**src/rtl/fuse_rd_pkg.sv**
```systemverilog
package fuse_rd_pkg;

    // Power-domain control bundle; iso = 1 means fuse domain isolated from core.
    typedef struct packed {
        logic unlock;
        logic sw1;
        logic sw2;
        logic iso;
    } pwr_ctl_t;

    localparam pwr_ctl_t PWR_SAFE = '{unlock: 1'b0, sw1: 1'b0, sw2: 1'b0, iso: 1'b1};

    // Power controller phases; each names the step it performs on leaving.
    typedef enum logic [3:0] {
        PW_OFF,        // idle, on up request raise unlock
        PW_UP_SW1,     // raise switch stage 1
        PW_UP_SETTLE,  // count settle cycles, then raise stage 2
        PW_UP_ISO,     // release isolation
        PW_ON,         // domain usable, on down request re-isolate
        PW_DN_SW2,     // drop switch stage 2
        PW_DN_SETTLE,  // count settle cycles, then drop stage 1
        PW_DN_UNLOCK   // drop unlock, report completion
    } pwr_phase_e;

    typedef enum logic [1:0] {
        RD_IDLE,
        RD_REQ,
        RD_RELEASE
    } rd_state_e;

    typedef enum logic [2:0] {
        SQ_IDLE,
        SQ_POWER_UP,
        SQ_ISSUE,
        SQ_WAIT,
        SQ_POWER_DN
    } seq_state_e;

endpackage

```
**src/rtl/fuse_pwr_ctrl.sv**
```systemverilog
module fuse_pwr_ctrl
    import fuse_rd_pkg::*;
#(
    parameter int SETTLE_CYC = 8
) (
    input  logic     clk,
    input  logic     rst,
    input  logic     up_req,
    input  logic     dn_req,
    output pwr_ctl_t ctl,
    output logic     pwr_on,
    output logic     dn_done
);

    localparam int SET_W = $clog2(SETTLE_CYC + 1);
    localparam logic [SET_W-1:0] SET_LAST = SET_W'(SETTLE_CYC - 1);

    pwr_phase_e       phase;
    logic [SET_W-1:0] settle_cnt;

    always_ff @(posedge clk) begin
        if (rst) begin
            phase      <= PW_OFF;
            ctl        <= PWR_SAFE;
            settle_cnt <= '0;
            dn_done    <= 1'b0;
        end else begin
            dn_done <= 1'b0;
            case (phase)
                PW_OFF: begin
                    if (up_req) begin
                        ctl.unlock <= 1'b1;
                        phase      <= PW_UP_SW1;
                    end
                end
                PW_UP_SW1: begin
                    ctl.sw1    <= 1'b1;
                    settle_cnt <= '0;
                    phase      <= PW_UP_SETTLE;
                end
                PW_UP_SETTLE: begin
                    if (settle_cnt == SET_LAST) begin
                        ctl.sw2 <= 1'b1;
                        phase   <= PW_UP_ISO;
                    end else begin
                        settle_cnt <= settle_cnt + 1'b1;
                    end
                end
                PW_UP_ISO: begin
                    ctl.iso <= 1'b0;
                    phase   <= PW_ON;
                end
                PW_ON: begin
                    if (dn_req) begin
                        ctl.iso <= 1'b1;
                        phase   <= PW_DN_SW2;
                    end
                end
                PW_DN_SW2: begin
                    ctl.sw2    <= 1'b0;
                    settle_cnt <= '0;
                    phase      <= PW_DN_SETTLE;
                end
                PW_DN_SETTLE: begin
                    if (settle_cnt == SET_LAST) begin
                        ctl.sw1 <= 1'b0;
                        phase   <= PW_DN_UNLOCK;
                    end else begin
                        settle_cnt <= settle_cnt + 1'b1;
                    end
                end
                PW_DN_UNLOCK: begin
                    ctl.unlock <= 1'b0;
                    dn_done    <= 1'b1;
                    phase      <= PW_OFF;
                end
                default: phase <= PW_OFF;
            endcase
        end
    end

    assign pwr_on = (phase == PW_ON);

    AST_SW2_UNDER_SW1: assert property (@(posedge clk) disable iff (rst)
        ctl.sw2 |-> ctl.sw1);
    AST_SW1_UNDER_UNLOCK: assert property (@(posedge clk) disable iff (rst)
        ctl.sw1 |-> ctl.unlock);
    AST_ISO_OPEN_POWERED: assert property (@(posedge clk) disable iff (rst)
        !ctl.iso |-> ctl.sw2);
    AST_ONE_STEP_PER_CYCLE: assert property (@(posedge clk) disable iff (rst)
        1'b1 |=> ($countones(ctl ^ $past(ctl)) <= 1));
    AST_DONE_AFTER_UNLOCK_DROP: assert property (@(posedge clk) disable iff (rst)
        dn_done |-> (!ctl.unlock && $past(ctl.unlock)));

endmodule

```
**src/rtl/fuse_byte_reader.sv**
```systemverilog
module fuse_byte_reader
    import fuse_rd_pkg::*;
#(
    parameter int ADDR_W      = 11,
    parameter int WORD_W      = 32,
    parameter int TIMEOUT_CYC = 16
) (
    input  logic              clk,
    input  logic              rst,
    input  logic              go,
    input  logic [ADDR_W-1:0] go_addr,
    output logic [ADDR_W-1:0] fuse_addr,
    output logic              fuse_req,
    input  logic              fuse_rdy,
    input  logic [WORD_W-1:0] fuse_word,
    output logic              out_valid,
    output logic [7:0]        out_data,
    output logic              byte_ok,
    output logic              timeout
);

    localparam int TMO_W = $clog2(TIMEOUT_CYC + 1);
    localparam logic [TMO_W-1:0] TMO_LAST = TMO_W'(TIMEOUT_CYC - 1);

    rd_state_e        st;
    logic [TMO_W-1:0] wait_cnt;
    logic             unused_word_hi;

    assign unused_word_hi = ^fuse_word[WORD_W-1:8];

    always_ff @(posedge clk) begin
        if (rst) begin
            st        <= RD_IDLE;
            fuse_addr <= '0;
            fuse_req  <= 1'b0;
            wait_cnt  <= '0;
            out_valid <= 1'b0;
            out_data  <= '0;
            byte_ok   <= 1'b0;
            timeout   <= 1'b0;
        end else begin
            out_valid <= 1'b0;
            byte_ok   <= 1'b0;
            timeout   <= 1'b0;
            case (st)
                RD_IDLE: begin
                    if (go) begin
                        fuse_addr <= go_addr;
                        fuse_req  <= 1'b1;
                        wait_cnt  <= '0;
                        st        <= RD_REQ;
                    end
                end
                RD_REQ: begin
                    if (fuse_rdy) begin
                        fuse_req  <= 1'b0;
                        out_valid <= 1'b1;
                        out_data  <= fuse_word[7:0];
                        wait_cnt  <= '0;
                        st        <= RD_RELEASE;
                    end else if (wait_cnt == TMO_LAST) begin
                        fuse_req <= 1'b0;
                        timeout  <= 1'b1;
                        st       <= RD_IDLE;
                    end else begin
                        wait_cnt <= wait_cnt + 1'b1;
                    end
                end
                RD_RELEASE: begin
                    // macro must drop ready before the next address goes out
                    if (!fuse_rdy) begin
                        byte_ok <= 1'b1;
                        st      <= RD_IDLE;
                    end else if (wait_cnt == TMO_LAST) begin
                        timeout <= 1'b1;
                        st      <= RD_IDLE;
                    end else begin
                        wait_cnt <= wait_cnt + 1'b1;
                    end
                end
                default: st <= RD_IDLE;
            endcase
        end
    end

    AST_REQ_HELD: assert property (@(posedge clk) disable iff (rst)
        (fuse_req && !fuse_rdy) |=> (fuse_req || timeout));
    AST_ADDR_STABLE: assert property (@(posedge clk) disable iff (rst)
        (fuse_req && $past(fuse_req)) |-> $stable(fuse_addr));
    AST_VALID_ONE_CYCLE: assert property (@(posedge clk) disable iff (rst)
        out_valid |=> !out_valid);
    AST_NO_BYTE_ON_TIMEOUT: assert property (@(posedge clk) disable iff (rst)
        timeout |-> (!out_valid && !byte_ok));

endmodule

```
**src/rtl/fuse_range_ctr.sv**
```systemverilog
module fuse_range_ctr #(
    parameter int ADDR_W = 11,
    parameter int LEN_W  = 12
) (
    input  logic              clk,
    input  logic              rst,
    input  logic              load,
    input  logic [ADDR_W-1:0] load_addr,
    input  logic [LEN_W-1:0]  load_len,
    input  logic              step,
    output logic [ADDR_W-1:0] cur_addr,
    output logic              is_last
);

    logic [LEN_W-1:0] remain;

    always_ff @(posedge clk) begin
        if (rst) begin
            cur_addr <= '0;
            remain   <= '0;
        end else if (load) begin
            cur_addr <= load_addr;
            remain   <= load_len;
        end else if (step) begin
            cur_addr <= cur_addr + 1'b1;
            remain   <= remain - 1'b1;
        end
    end

    assign is_last = (remain == LEN_W'(1));

    AST_RANGE_NO_UNDERFLOW: assert property (@(posedge clk) disable iff (rst)
        step |-> (remain > LEN_W'(1)));

endmodule

```
**src/rtl/fuse_rd_seq.sv**
```systemverilog
module fuse_rd_seq
    import fuse_rd_pkg::*;
#(
    parameter int ADDR_W      = 11,
    parameter int LEN_W       = 12,
    parameter int WORD_W      = 32,
    parameter int SETTLE_CYC  = 8,
    parameter int TIMEOUT_CYC = 16
) (
    input  logic              clk,
    input  logic              rst,
    input  logic              cmd_start,
    input  logic [ADDR_W-1:0] cmd_addr,
    input  logic [LEN_W-1:0]  cmd_len,
    output logic              busy,
    output logic [ADDR_W-1:0] fuse_addr,
    output logic              fuse_req,
    input  logic              fuse_rdy,
    input  logic [WORD_W-1:0] fuse_word,
    output logic              pwr_unlock,
    output logic              pwr_sw1,
    output logic              pwr_sw2,
    output logic              pwr_iso,
    output logic              out_valid,
    output logic [7:0]        out_data,
    output logic              done,
    output logic              err_busy
);

    seq_state_e        state;
    pwr_ctl_t          ctl;
    logic              pwr_on;
    logic              pwr_dn_done;
    logic              rd_go;
    logic              rd_byte_ok;
    logic              rd_timeout;
    logic              accept;
    logic              load;
    logic              step;
    logic              is_last;
    logic [ADDR_W-1:0] cur_addr;

    assign accept = (state == SQ_IDLE) && cmd_start;
    assign load   = accept && (cmd_len != '0);
    assign step   = (state == SQ_WAIT) && rd_byte_ok && !is_last;
    assign rd_go  = (state == SQ_ISSUE);
    assign busy   = (state != SQ_IDLE);

    always_ff @(posedge clk) begin
        if (rst) begin
            state    <= SQ_IDLE;
            done     <= 1'b0;
            err_busy <= 1'b0;
        end else begin
            done <= 1'b0;
            case (state)
                SQ_IDLE: begin
                    if (accept) begin
                        err_busy <= 1'b0;
                        if (cmd_len == '0) done <= 1'b1;
                        else               state <= SQ_POWER_UP;
                    end
                end
                SQ_POWER_UP: if (pwr_on) state <= SQ_ISSUE;
                SQ_ISSUE:    state <= SQ_WAIT;
                SQ_WAIT: begin
                    if (rd_timeout) begin
                        err_busy <= 1'b1;
                        state    <= SQ_POWER_DN;
                    end else if (rd_byte_ok) begin
                        state <= is_last ? SQ_POWER_DN : SQ_ISSUE;
                    end
                end
                SQ_POWER_DN: begin
                    if (pwr_dn_done) begin
                        done  <= 1'b1;
                        state <= SQ_IDLE;
                    end
                end
                default: state <= SQ_IDLE;
            endcase
        end
    end

    fuse_range_ctr #(
        .ADDR_W(ADDR_W),
        .LEN_W (LEN_W)
    ) i_range (
        .clk      (clk),
        .rst      (rst),
        .load     (load),
        .load_addr(cmd_addr),
        .load_len (cmd_len),
        .step     (step),
        .cur_addr (cur_addr),
        .is_last  (is_last)
    );

    fuse_pwr_ctrl #(
        .SETTLE_CYC(SETTLE_CYC)
    ) i_pwr (
        .clk    (clk),
        .rst    (rst),
        .up_req (state == SQ_POWER_UP),
        .dn_req (state == SQ_POWER_DN),
        .ctl    (ctl),
        .pwr_on (pwr_on),
        .dn_done(pwr_dn_done)
    );

    fuse_byte_reader #(
        .ADDR_W     (ADDR_W),
        .WORD_W     (WORD_W),
        .TIMEOUT_CYC(TIMEOUT_CYC)
    ) i_reader (
        .clk      (clk),
        .rst      (rst),
        .go       (rd_go),
        .go_addr  (cur_addr),
        .fuse_addr(fuse_addr),
        .fuse_req (fuse_req),
        .fuse_rdy (fuse_rdy),
        .fuse_word(fuse_word),
        .out_valid(out_valid),
        .out_data (out_data),
        .byte_ok  (rd_byte_ok),
        .timeout  (rd_timeout)
    );

    assign pwr_unlock = ctl.unlock;
    assign pwr_sw1    = ctl.sw1;
    assign pwr_sw2    = ctl.sw2;
    assign pwr_iso    = ctl.iso;

    AST_REQ_ONLY_POWERED: assert property (@(posedge clk) disable iff (rst)
        fuse_req |-> (pwr_sw2 && !pwr_iso));
    AST_DONE_SINGLE: assert property (@(posedge clk) disable iff (rst)
        done |=> !done);
    AST_DONE_IDLE_UNPOWERED: assert property (@(posedge clk) disable iff (rst)
        done |-> (!busy && !pwr_unlock && pwr_iso));
    AST_ZERO_LEN_IMMEDIATE: assert property (@(posedge clk) disable iff (rst)
        (cmd_start && !busy && (cmd_len == '0)) |=> (done && !err_busy && !pwr_unlock && !fuse_req));
    AST_NO_BYTE_WHILE_ERR: assert property (@(posedge clk) disable iff (rst)
        (busy && err_busy) |-> !out_valid);

endmodule

```
**config.mk**
```make
export PLATFORM = sky130hd
export DESIGN_NAME = fuse_rd_seq
export DESIGN_NICKNAME = d
export VERILOG_FILES = /design/src/rtl/fuse_rd_pkg.sv /design/src/rtl/fuse_pwr_ctrl.sv /design/src/rtl/fuse_byte_reader.sv /design/src/rtl/fuse_range_ctr.sv /design/src/rtl/fuse_rd_seq.sv
export SDC_FILE = /design/constraint.sdc
export NUM_CORES = 1
export LEC_CHECK = 0
export CAP_MARGIN = 0
export CELL_PAD_IN_SITES_DETAIL_PLACEMENT = 1
export CELL_PAD_IN_SITES_GLOBAL_PLACEMENT = 1
export CORE_MARGIN = 5
export CORE_UTILIZATION = 39
export CTS_CLUSTER_DIAMETER = 50
export DETAILED_ROUTE_END_ITERATION = 10
export HOLD_SLACK_MARGIN = 0.08
export MAX_ROUTING_LAYER = met4
export PLACE_DENSITY_LB_ADDON = 0.1
export REMOVE_ABC_BUFFERS = 1
export SYNTH_ARGS = -nofsm -noshare
export SYNTH_HDL_FRONTEND = slang
export SYNTH_SLANG_ARGS = --single-unit
```
**constraint.sdc**
```tcl
create_clock -name clk -period 3 [get_ports clk]
set_input_delay 0.45 -clock clk [delete_from_list [all_inputs] [get_ports clk]]
set_output_delay 0.45 -clock clk [all_outputs]
set_load 0.02 [all_outputs]
```
---- After elaboration in Yosys (flattened, before gate mapping) ----
Index checks and enable logic that the tools add are counted.
word-level totals
  logic and storage cells ................. 147
  output and inout bits ................... 28
  flip-flop bits (word level) ............. 71
operators by class
  add/subtract/negate cells ............... 4
  muxes and demuxes ....................... 55
  reduce and logical (&&, ||, !) cells .... 36
  bitwise gates (word level) .............. 2
  equal/unequal tests ..................... 30
operators by type and width
  operator                                                                  count
  4-bit one-hot mux with 7 select lines                                     1
  12-bit 2-to-1 mux                                                         2
  11-bit 2-to-1 mux                                                         2
  3-bit 2-to-1 mux                                                          7
  4-bit by 3-bit == test with 1-bit output (second input constant)          5
  4-bit 2-to-1 mux                                                          5
  5-bit 2-to-1 mux                                                          4
  1-bit 2-to-1 mux                                                          18
  1-bit one-hot mux with 2 select lines                                     8
  2-bit nonzero test                                                        8
  3-bit one-hot mux with 5 select lines                                     1
  5-bit one-hot mux with 3 select lines                                     1
  2-bit AND reduction                                                       7
  12-bit by 1-bit == test with 1-bit output (second input constant)         1
  12-bit logical NOT                                                        1
  2-bit by 1-bit inequality test with 1-bit output (second input constant)  6
  2-bit inequality test (second input constant)                             6
  12-bit nonzero test                                                       1
  12-bit by 1-bit subtractor with 12-bit output (second input constant)     1
  11-bit by 1-bit adder with 11-bit output (second input constant)          1
  3-bit AND reduction                                                       3
  4-bit by 2-bit == test with 1-bit output (second input constant)          2
  2-bit 2-to-1 mux                                                          4
  4-bit one-hot mux with 2 select lines                                     1
  22 further kinds                                                          31

---- Logic depth before layout (Yosys ltp) ----
Gate-level depths: netlist of the first run.
  depth in word-level cells ............... 5
  depth in mapped cells ................... 8
  gate-level depth less buffers ........... 7

---- Cells and area by module ----
A second synthesis of the first run with hierarchy kept.
second synthesis, totals
  cells, all modules ...................... 423
  area total of the unflattened synthesis .. 3514.6 µm²
by module, submodules not included
  module            sequential area each (µm²)  instances  cells each  area an instance (µm²)
  fuse_range_ctr    460.4                       1          150         1266.2
  fuse_byte_reader  600.6                       1          155         1248.7
  fuse_pwr_ctrl     240.2                       1          70          621.8
  fuse_rd_seq       100.1                       1          48          377.9

---- Worst setup path after synthesis of the first run ----
Ideal clock, no wire load.
  kind .................................... register -> register
  start point ............................. reg i_range.remain[0]
  end point ............................... reg i_range.remain[3]
  library setup time ...................... 0.128 ns
  path buffers ............................ 1
  clock period less this slack ............ 2.046 ns
  stages on the path, launching flop included .. 8
  arrival ................................. 1.919 ns
  setup slack ............................. 0.954 ns
  data required time ...................... 2.872 ns
  cells stage by stage .................... dfxtp_1 -> ha_1 -> or4b_4 -> o31ai_4 -> buf_4 -> a21oi_1 -> a221oi_2 -> nor2_1
between the ends
  cells in the longest elaborated chain, start to end .. 4
ends and longest elaborated chain
  element                                                                                                RTL line              RTL
  start: declaration                                                                                     fuse_range_ctr.sv:15  logic [LEN_W-1:0] remain;
  start signal: assignment                                                                               fuse_range_ctr.sv:23  remain <= load_len;
  start signal: assignment                                                                               fuse_range_ctr.sv:26  remain <= remain - 1'b1;
  parallel branches: the longest is 4 deep, another holds 12-bit by 1-bit subtractor with 12-bit output  -
Several ways; the timed one is not identified. The select of a mux whose other input is x is not followed.
A chain may end at the register's enable or synchronous reset.

---- Worst setup path after layout of the first run ----
  start point ............................. reg i_range.remain[0]
  end point ............................... reg i_range.cur_addr[10]
between the ends
  cells in the longest elaborated chain, start to end .. 4
ends and longest elaborated chain
  element                                    RTL line              RTL
  12-bit by 1-bit == test with 1-bit output  fuse_range_ctr.sv:30  assign is_last = (remain == LEN_W'(1));
  1-bit logical NOT                          fuse_rd_seq.sv:45     assign step = (state == SQ_WAIT) && rd_byte_ok && !is_last;
  1-bit logical AND                          fuse_rd_seq.sv:45
  2-bit nonzero test (no source line)        -
  end signal: assignment                     fuse_range_ctr.sv:22  cur_addr <= load_addr;
  end signal: assignment                     fuse_range_ctr.sv:25  cur_addr <= cur_addr + 1'b1;
  end: declaration                           fuse_range_ctr.sv:11  output logic [ADDR_W-1:0] cur_addr,
No other way between the ends.

==> results_dict.tcl, run 1 <==
set metrics [dict create \
    grt-ovfl-total 0 \
    grt_max_degree 40 \
    synth-adder-area-share_pct 4.878 \
    hp-class "flip-flop to flip-flop" \
    numCtsBuffers 9 \
    slew_headroom_pct 46.89 \
    worstMarginPinSlew_ns 0.7967 \
    num_vias 3409 \
    critPathMaxFanout 18 \
    worstSetupPathType "flip-flop to flip-flop" \
    synth.most_common_cell "dfxtp_1" \
    p_leak_uw 0.001591 \
    grt_util_all_layers_pct 18.42 \
    setup-tns-final_ns 0 \
    grt_pass1_vias 3515 \
    synthSimpleGateAreaFrac_pct 25.30 \
    cts.clk_slew.worst_paths_ns 0.07 \
    drtPass1Iterations 4 \
    synthMuxAreaShare_pct 1.429 \
    status "completed" \
    cp.required_ns 3.25 \
    rsz0062_at_grt "no" \
    fmax_mhz 420.9 \
    synth_seq_area_share_pct 39.02 \
    finalCriticalPeriod_ns 2.376 \
    worstPathArrival_ns 2.63 \
    initial_core_util_pct 39.42 \
    drtIter0Drc 117 \
    die_height_um 106.0 \
    gp_congestion 0.8179 \
    wl_um 9749 \
    m1WireLength_um 4757 \
    cap_violations 0 \
    cts_resized 0 \
    report.final.slew_viol_count 0 \
    synthXorXnorAreaFrac_pct 0.4878 \
    clock_latency_ns 0.34 \
    critPathTopFamily "simple AND/OR/NAND/NOR gates" \
    synth_compound_area_share_pct 23.80 \
    antenna_found_initial 0 \
    path_cells "ha_1 -> or4b_4 -> o31a_4 -> nor2_8 -> o21ai_0 -> a31oi_1" \
    met3_length_um 369 \
    synth_edf_count 0 \
    vias_per_cell 5.570 \
    synth_top_area_share_pct 39.02 \
    num_io_pins 87 \
    start_kind "flip-flop" \
    dp_cells 599 \
    drive_gt1_share_pct 8.782 \
    syn_inst 438 \
    nFillCells 1114 \
    skew_ns 0.01134 \
    avgSynthCellArea_um2 8.199 \
    holdWs_ns 0.4604 \
    met2_length_um 4513 \
    slowest_stage "or4b_4" \
    dieArea_um2 11230 \
    post_cts.repair.setup_buffers 0 \
    stdcell_count 612 \
    highest_layer "met4" \
    fp-row-count 35 \
    pre_cts_slack_ns 0.3890 \
    nets 572 \
    cts_tree "yes" \
    ys_seq_elements 70 \
    area_growth_pct 24.74 \
    grt_pass1_wl_um 16610 \
    setup_slack_ns 0.6240 \
    worst-path-buf-inv 0 \
    wl_per_cell_um 15.93 \
    slowest_delay_ns 0.50 \
    synth-main-ff-cell "dfxtp_1" \
    synthArstFlopShare_pct 0 \
    portBuffers 62 \
    cellPowerDensity_nw_per_um2 660.5 \
    min_period_over_period_pct 79.20 \
    yosysUniqueCellTypes 64 \
    netlist_area_um2 3591 \
    fp.coreArea_um2 9109 \
    final_util_pct 49.18 \
    die_w_um 106.0 \
    drtAntennaViolNets 0 \
    yosys.area.top_type "dfxtp_1" \
    synth_area_leaders "dfxtp_1 39%, a21oi_1 7.2%, nand2_1 6.6%" \
    ir_drop_mv 0.2392 \
    hold_viol_final 0 \
    cts-htree-levels 3 \
    synth_top_family_by_area "simple AND/OR/NAND/NOR gates" \
    clock_sinks 70 \
    yosys_warnings 0 \
    setup_viol 0 \
    critPathCaptureType "flip-flop" \
    hpwlAfterDp_um 7051 \
    hold_buffers 0 \
    drc 0 \
    ctsRootBufferMaster "clkbuf_8" \
    clk_path_buf_depth 2 \
    ys_top_cells_by_count "70 x dfxtp_1, 63 x nand2_1, 52 x a21oi_1" \
    antenna_cells 0 \
]
-- per-stage QoR --
| stage | instance area (um^2) | total power (uW) |
|---|---|---|
| 6_report | 4479 | 2959 |
| 5_1_grt | 4479 | 3169 |
| 4_1_cts | 4479 | 2987 |
| 3_5_place_dp | 4318 | 2311 |
| 3_3_place_gp | 4318 | 2273 |
| 2_1_floorplan | 3483 | 1914 |
-- final timing paths --
check                                          from                           endpoint  slack (ns)  depth (start not counted)
hold reg to reg   i_reader.out_data[1]$_SDFFE_PP0P_  i_reader.out_data[1]$_SDFFE_PP0P_        0.46                          2
setup reg to reg     i_range.remain[0]$_SDFFE_PP0P_  i_range.cur_addr[10]$_SDFFE_PP0P_        0.62                          6
setup / recovery     i_range.remain[0]$_SDFFE_PP0P_  i_range.cur_addr[10]$_SDFFE_PP0P_        0.62                          6
hold / removal    i_reader.out_data[1]$_SDFFE_PP0P_  i_reader.out_data[1]$_SDFFE_PP0P_        0.46                          2
-- worst min-delay path: stages, from the launching register on --
cell and delay (ns):
dfxtp_1 0.31, nand2_1 0.05, a21oi_1 0.05
-- final cells by class --
cell class / count / area [um^2] / area share (%)
clock buffers: 11 / 151.4 / 3.380
clock inverters: 2 / 10.01 / 0.2235
inverters: 20 / 75.07 / 1.676
multi-input cells: 327 / 2007 / 44.80
flip-flops and latches: 70 / 1401 / 31.28
well taps: 111 / 138.9 / 3.101
repair buffers: 71 / 695.7 / 15.53
-- placed cells by master, fill, tap and decap left out, types with 4 or more instances in the layout --
master and instances:
dfxtp_1 70, nand2_1 63, clkdlybuf4s50_1 61, a21oi_1 52, nor2_1 43, inv_1 20
o21ai_0 17, ha_1 14, clkbuf_8 11, a31oi_1 10, nand3_1 8, and2_1 8
a32oi_1 8, buf_4 8, nor4_1 7, or3_1 6, nor3_1 6, nor2b_1 5
nor3b_1 5, a22oi_1 5, mux2i_1 4, a221oi_2 4
-- cell families after synthesis --
kind of cell,after synthesis
compound gates,126
fa+ha+maj,14
buf+inv,41
simple gates,180
xor+xnor,2
flops,70
mux,5
-- power breakdown --
part           switching, uW  total, uW  leakage [uW]  internal (uW)
clock network            341        670     0.0000869            329
registers                150       1210      0.000569           1060
logic                    616       1080      0.000935            465
-- flip-flops by register name, indices dropped and copies added (netlist names) --
signal / flops
done: 1
err_busy: 1
i_pwr.ctl: 4
i_pwr.dn_done: 1
i_pwr.phase: 3
i_pwr.settle_cnt: 4
i_range.cur_addr: 11
i_range.remain: 12
i_reader.byte_ok: 1
i_reader.fuse_addr: 11
i_reader.fuse_req: 1
i_reader.out_data: 8
i_reader.out_valid: 1
i_reader.st: 2
i_reader.timeout: 1
i_reader.wait_cnt: 5
state: 3
-- routing by layer --
| metal | GRT usage (%) | vias up |
|---|---|---|
| li1 | - | 1691 |
| met1 | 23.98 | 1646 |
| met2 | 29.23 | 61 |
| met3 | 3.886 | 11 |
| met4 | 4.995 | 0 |
| met5 | - | - |
Note: power is estimated with default switching activity, not from simulation.
==> inputs of run 2 (changes only) <==
--- a/config.mk
+++ b/config.mk
@@ -9,7 +9,7 @@
 export CELL_PAD_IN_SITES_DETAIL_PLACEMENT = 1
 export CELL_PAD_IN_SITES_GLOBAL_PLACEMENT = 1
 export CORE_MARGIN = 5
-export CORE_UTILIZATION = 39
+export CORE_UTILIZATION = 36
 export CTS_CLUSTER_DIAMETER = 50
 export DETAILED_ROUTE_END_ITERATION = 10
 export HOLD_SLACK_MARGIN = 0.08
==> constraint.sdc (replaced) <==
create_clock -name clk -period 2.3 [get_ports clk]
set_input_delay 0.345 -clock clk [delete_from_list [all_inputs] [get_ports clk]]
set_output_delay 0.345 -clock clk [all_outputs]
set_load 0.02 [all_outputs]
==> run 2 against run 1 <==
Core utilization fell by 0.46 points. Highest routed layer unchanged. Largest cell class unchanged. Sequential share of layout area is 1.7 points lower. First-iteration DRC count down 47%. Cell area up 5.8%. Final cell count increased by 7.5%. Critical path depth is 3 higher. Largest power group is now combinational cells. Die area grew 7.5%. Total power is 42% higher. Count of clock-buffer cells in the layout is 1 lower. Via count up 1.8%. Flip-flop and latch count unchanged.
==> results_dict.tcl, run 2 (synthesis results as in run 1) <==
set metrics [dict create \
    drc 0 \
    grt_max_degree 31 \
    worst-path-buf-inv 4 \
    m1WireLength_um 4817 \
    cts_resized 0 \
    pwr-share-seq_pct 36.7 \
    post_cts.repair.setup_buffers 0 \
    ctsRootBufferMaster "clkbuf_8" \
    grt_pass1_vias 3486 \
    hold_viol_final 0 \
    clkPwrFrac_pct 23.9 \
    vias_per_cell 5.275 \
    report.final.slew_viol_count 0 \
    crit_top_cell "buf_4" \
    finalCriticalPeriod_ns 2.243 \
    hp-class "flip-flop to flip-flop" \
    grt_util_all_layers_pct 17.98 \
    gp_congestion 0.8080 \
    hpwlAfterDp_um 7448 \
    cp.required_ns 2.54 \
    netSwitchingFraction_pct 36.48 \
    p_sw_uw 1529 \
    die_height_um 109.9 \
    num_io_pins 87 \
    skew_ns 0.009310 \
    top_regs "i_range.remain x12, i_range.cur_addr x11, i_reader.fuse_addr x11" \
    pre_cts_slack_ns -0.06903 \
    grt_pass1_wl_um 16860 \
    met2_length_um 4742 \
    fp.coreArea_um2 9729 \
    die_w_um 109.9 \
    num_vias 3471 \
    final_cell_area_um2 4740 \
    rsz0062_at_grt "no" \
    wl_per_cell_um 15.39 \
    drive_gt1_share_pct 12.95 \
    final_common_cell "dfxtp_1" \
    p_int_uw 2662 \
    drtAntennaViolNets 0 \
    placed_area_um2 4468 \
    numCtsBuffers 9 \
    cap_violations 0 \
    holdWs_ns 0.4606 \
    slowest_stage "or4b_2" \
    setup_viol 0 \
    cts_tree "yes" \
    min_period_over_period_pct 97.52 \
    critPathMaxFanout 8 \
    drtIter0Drc 62 \
    clock_latency_ns 0.34 \
    cts.clk_slew.worst_paths_ns 0.08 \
    slowest_delay_ns 0.66 \
    setup_slack_ns 0.05704 \
    dieArea_um2 12070 \
    nets 593 \
    setup-tns-final_ns 0 \
    ir_drop_mv 0.3389 \
    slew_headroom_pct 60.44 \
    path_cells "clkdlybuf4s50_1 -> or4b_2 -> a31oi_4 -> buf_12 -> nor2_8 -> buf_4 -> buf_4 -> a221oi_2 -> nor2_1" \
    totalPowerFinal_uw 4191 \
    drtPass1Iterations 5 \
    fp-row-count 36 \
    cellPowerDensity_nw_per_um2 884.3 \
    hold_buffers 0 \
    p_leak_uw 0.001726 \
    antenna_found_initial 0 \
    met3_length_um 505 \
    clk_path_buf_depth 2 \
    portBuffers 62 \
    largest_register "i_range.remain" \
    cts-htree-levels 3 \
    highest_layer "met4" \
    critPathCaptureType "flip-flop" \
    worstMarginPinSlew_ns 0.5934 \
    pwr-share-comb_pct 39.4 \
    mostFrequentLayoutCells "70 x dfxtp_1, 63 x nand2_1, 61 x clkdlybuf4s50_1" \
    start_kind "primary input" \
    worstPathArrival_ns 2.48 \
    area_growth_pct 31.99 \
    grt-ovfl-total 0 \
    antenna_cells 0 \
    worstSetupPathType "primary input to flip-flop" \
    largest_reg_flops 12 \
    status "completed" \
    critPathTopFamily "buffers and inverters" \
    wl_um 10130 \
    fmax_mhz 445.8 \
    initial_core_util_pct 36.91 \
    clock_sinks 70 \
]
-- run 2: changes by cell type in the layout (fill, tap and decap cells not counted), sizes merged --
cell      delta
buf         +21
clkinv       +2
clkbuf       -1
bufinv       +1
clkinvlp     +1
-- run 2: worst paths after layout --
kind	start	end	slack [ns]	cells after the start
worst max-delay path	cmd_start	i_range.cur_addr[0]$_SDFFE_PP0P_	0.06	9
worst min-delay path	i_reader.fuse_addr[10]$_SDFFE_PP0P_	i_reader.fuse_addr[10]$_SDFFE_PP0P_	0.46	2
worst max register to register	state[2]$_SDFFE_PP0P_	i_range.cur_addr[0]$_SDFFE_PP0P_	0.16	8
worst min register to register	i_reader.fuse_addr[10]$_SDFFE_PP0P_	i_reader.fuse_addr[10]$_SDFFE_PP0P_	0.46	2
-- run 2: layout make-up --
class / count / area (um^2)
fill: 1206 / 4990
multi-input combinational: 327 / 2007
sequential: 70 / 1401
timing repair buffer: 92 / 890.9
tap: 133 / 166.4
clock buffer: 10 / 137.6
inverter: 20 / 75.07
clock inverter: 6 / 61.31
-- run 2: routing by layer --
layer | vias to the layer above | GRT usage (%)
li1 | 1732 | -
met5 | - | -
met2 | 75 | 28.94
met1 | 1659 | 22.70
met4 | 0 | 3.473
met3 | 5 | 4.991
-- run 2: power by group through the flow --
stage | Clock (uW) | Combinational, uW | Sequential (uW)
after CTS | 1040 | 1570 | 1540
final | 1000 | 1650 | 1540
after global routing | 1100 | 1820 | 1570
after global placement | 0 | 1510 | 1560
after detailed placement | 0 | 1560 | 1570
after floorplan | 0 | 896 | 1600
-- run 2: through the flow --
step,cells,util [%]
after global routing,658,48.71
after floorplan,417,-
final,658,48.71
after global placement,634,45.92
after detailed placement,634,45.92
after CTS,650,47.97
-- run 2: worst reg2reg max path, delay by kind of cell (launching register included) --
| kind | cells | cell delay [ns] |
|---|---|---|
| simple gates | 3 | 0.82 |
| flops | 1 | 0.38 |
| buf+inv | 3 | 0.46 |
| compound gates | 2 | 0.40 |
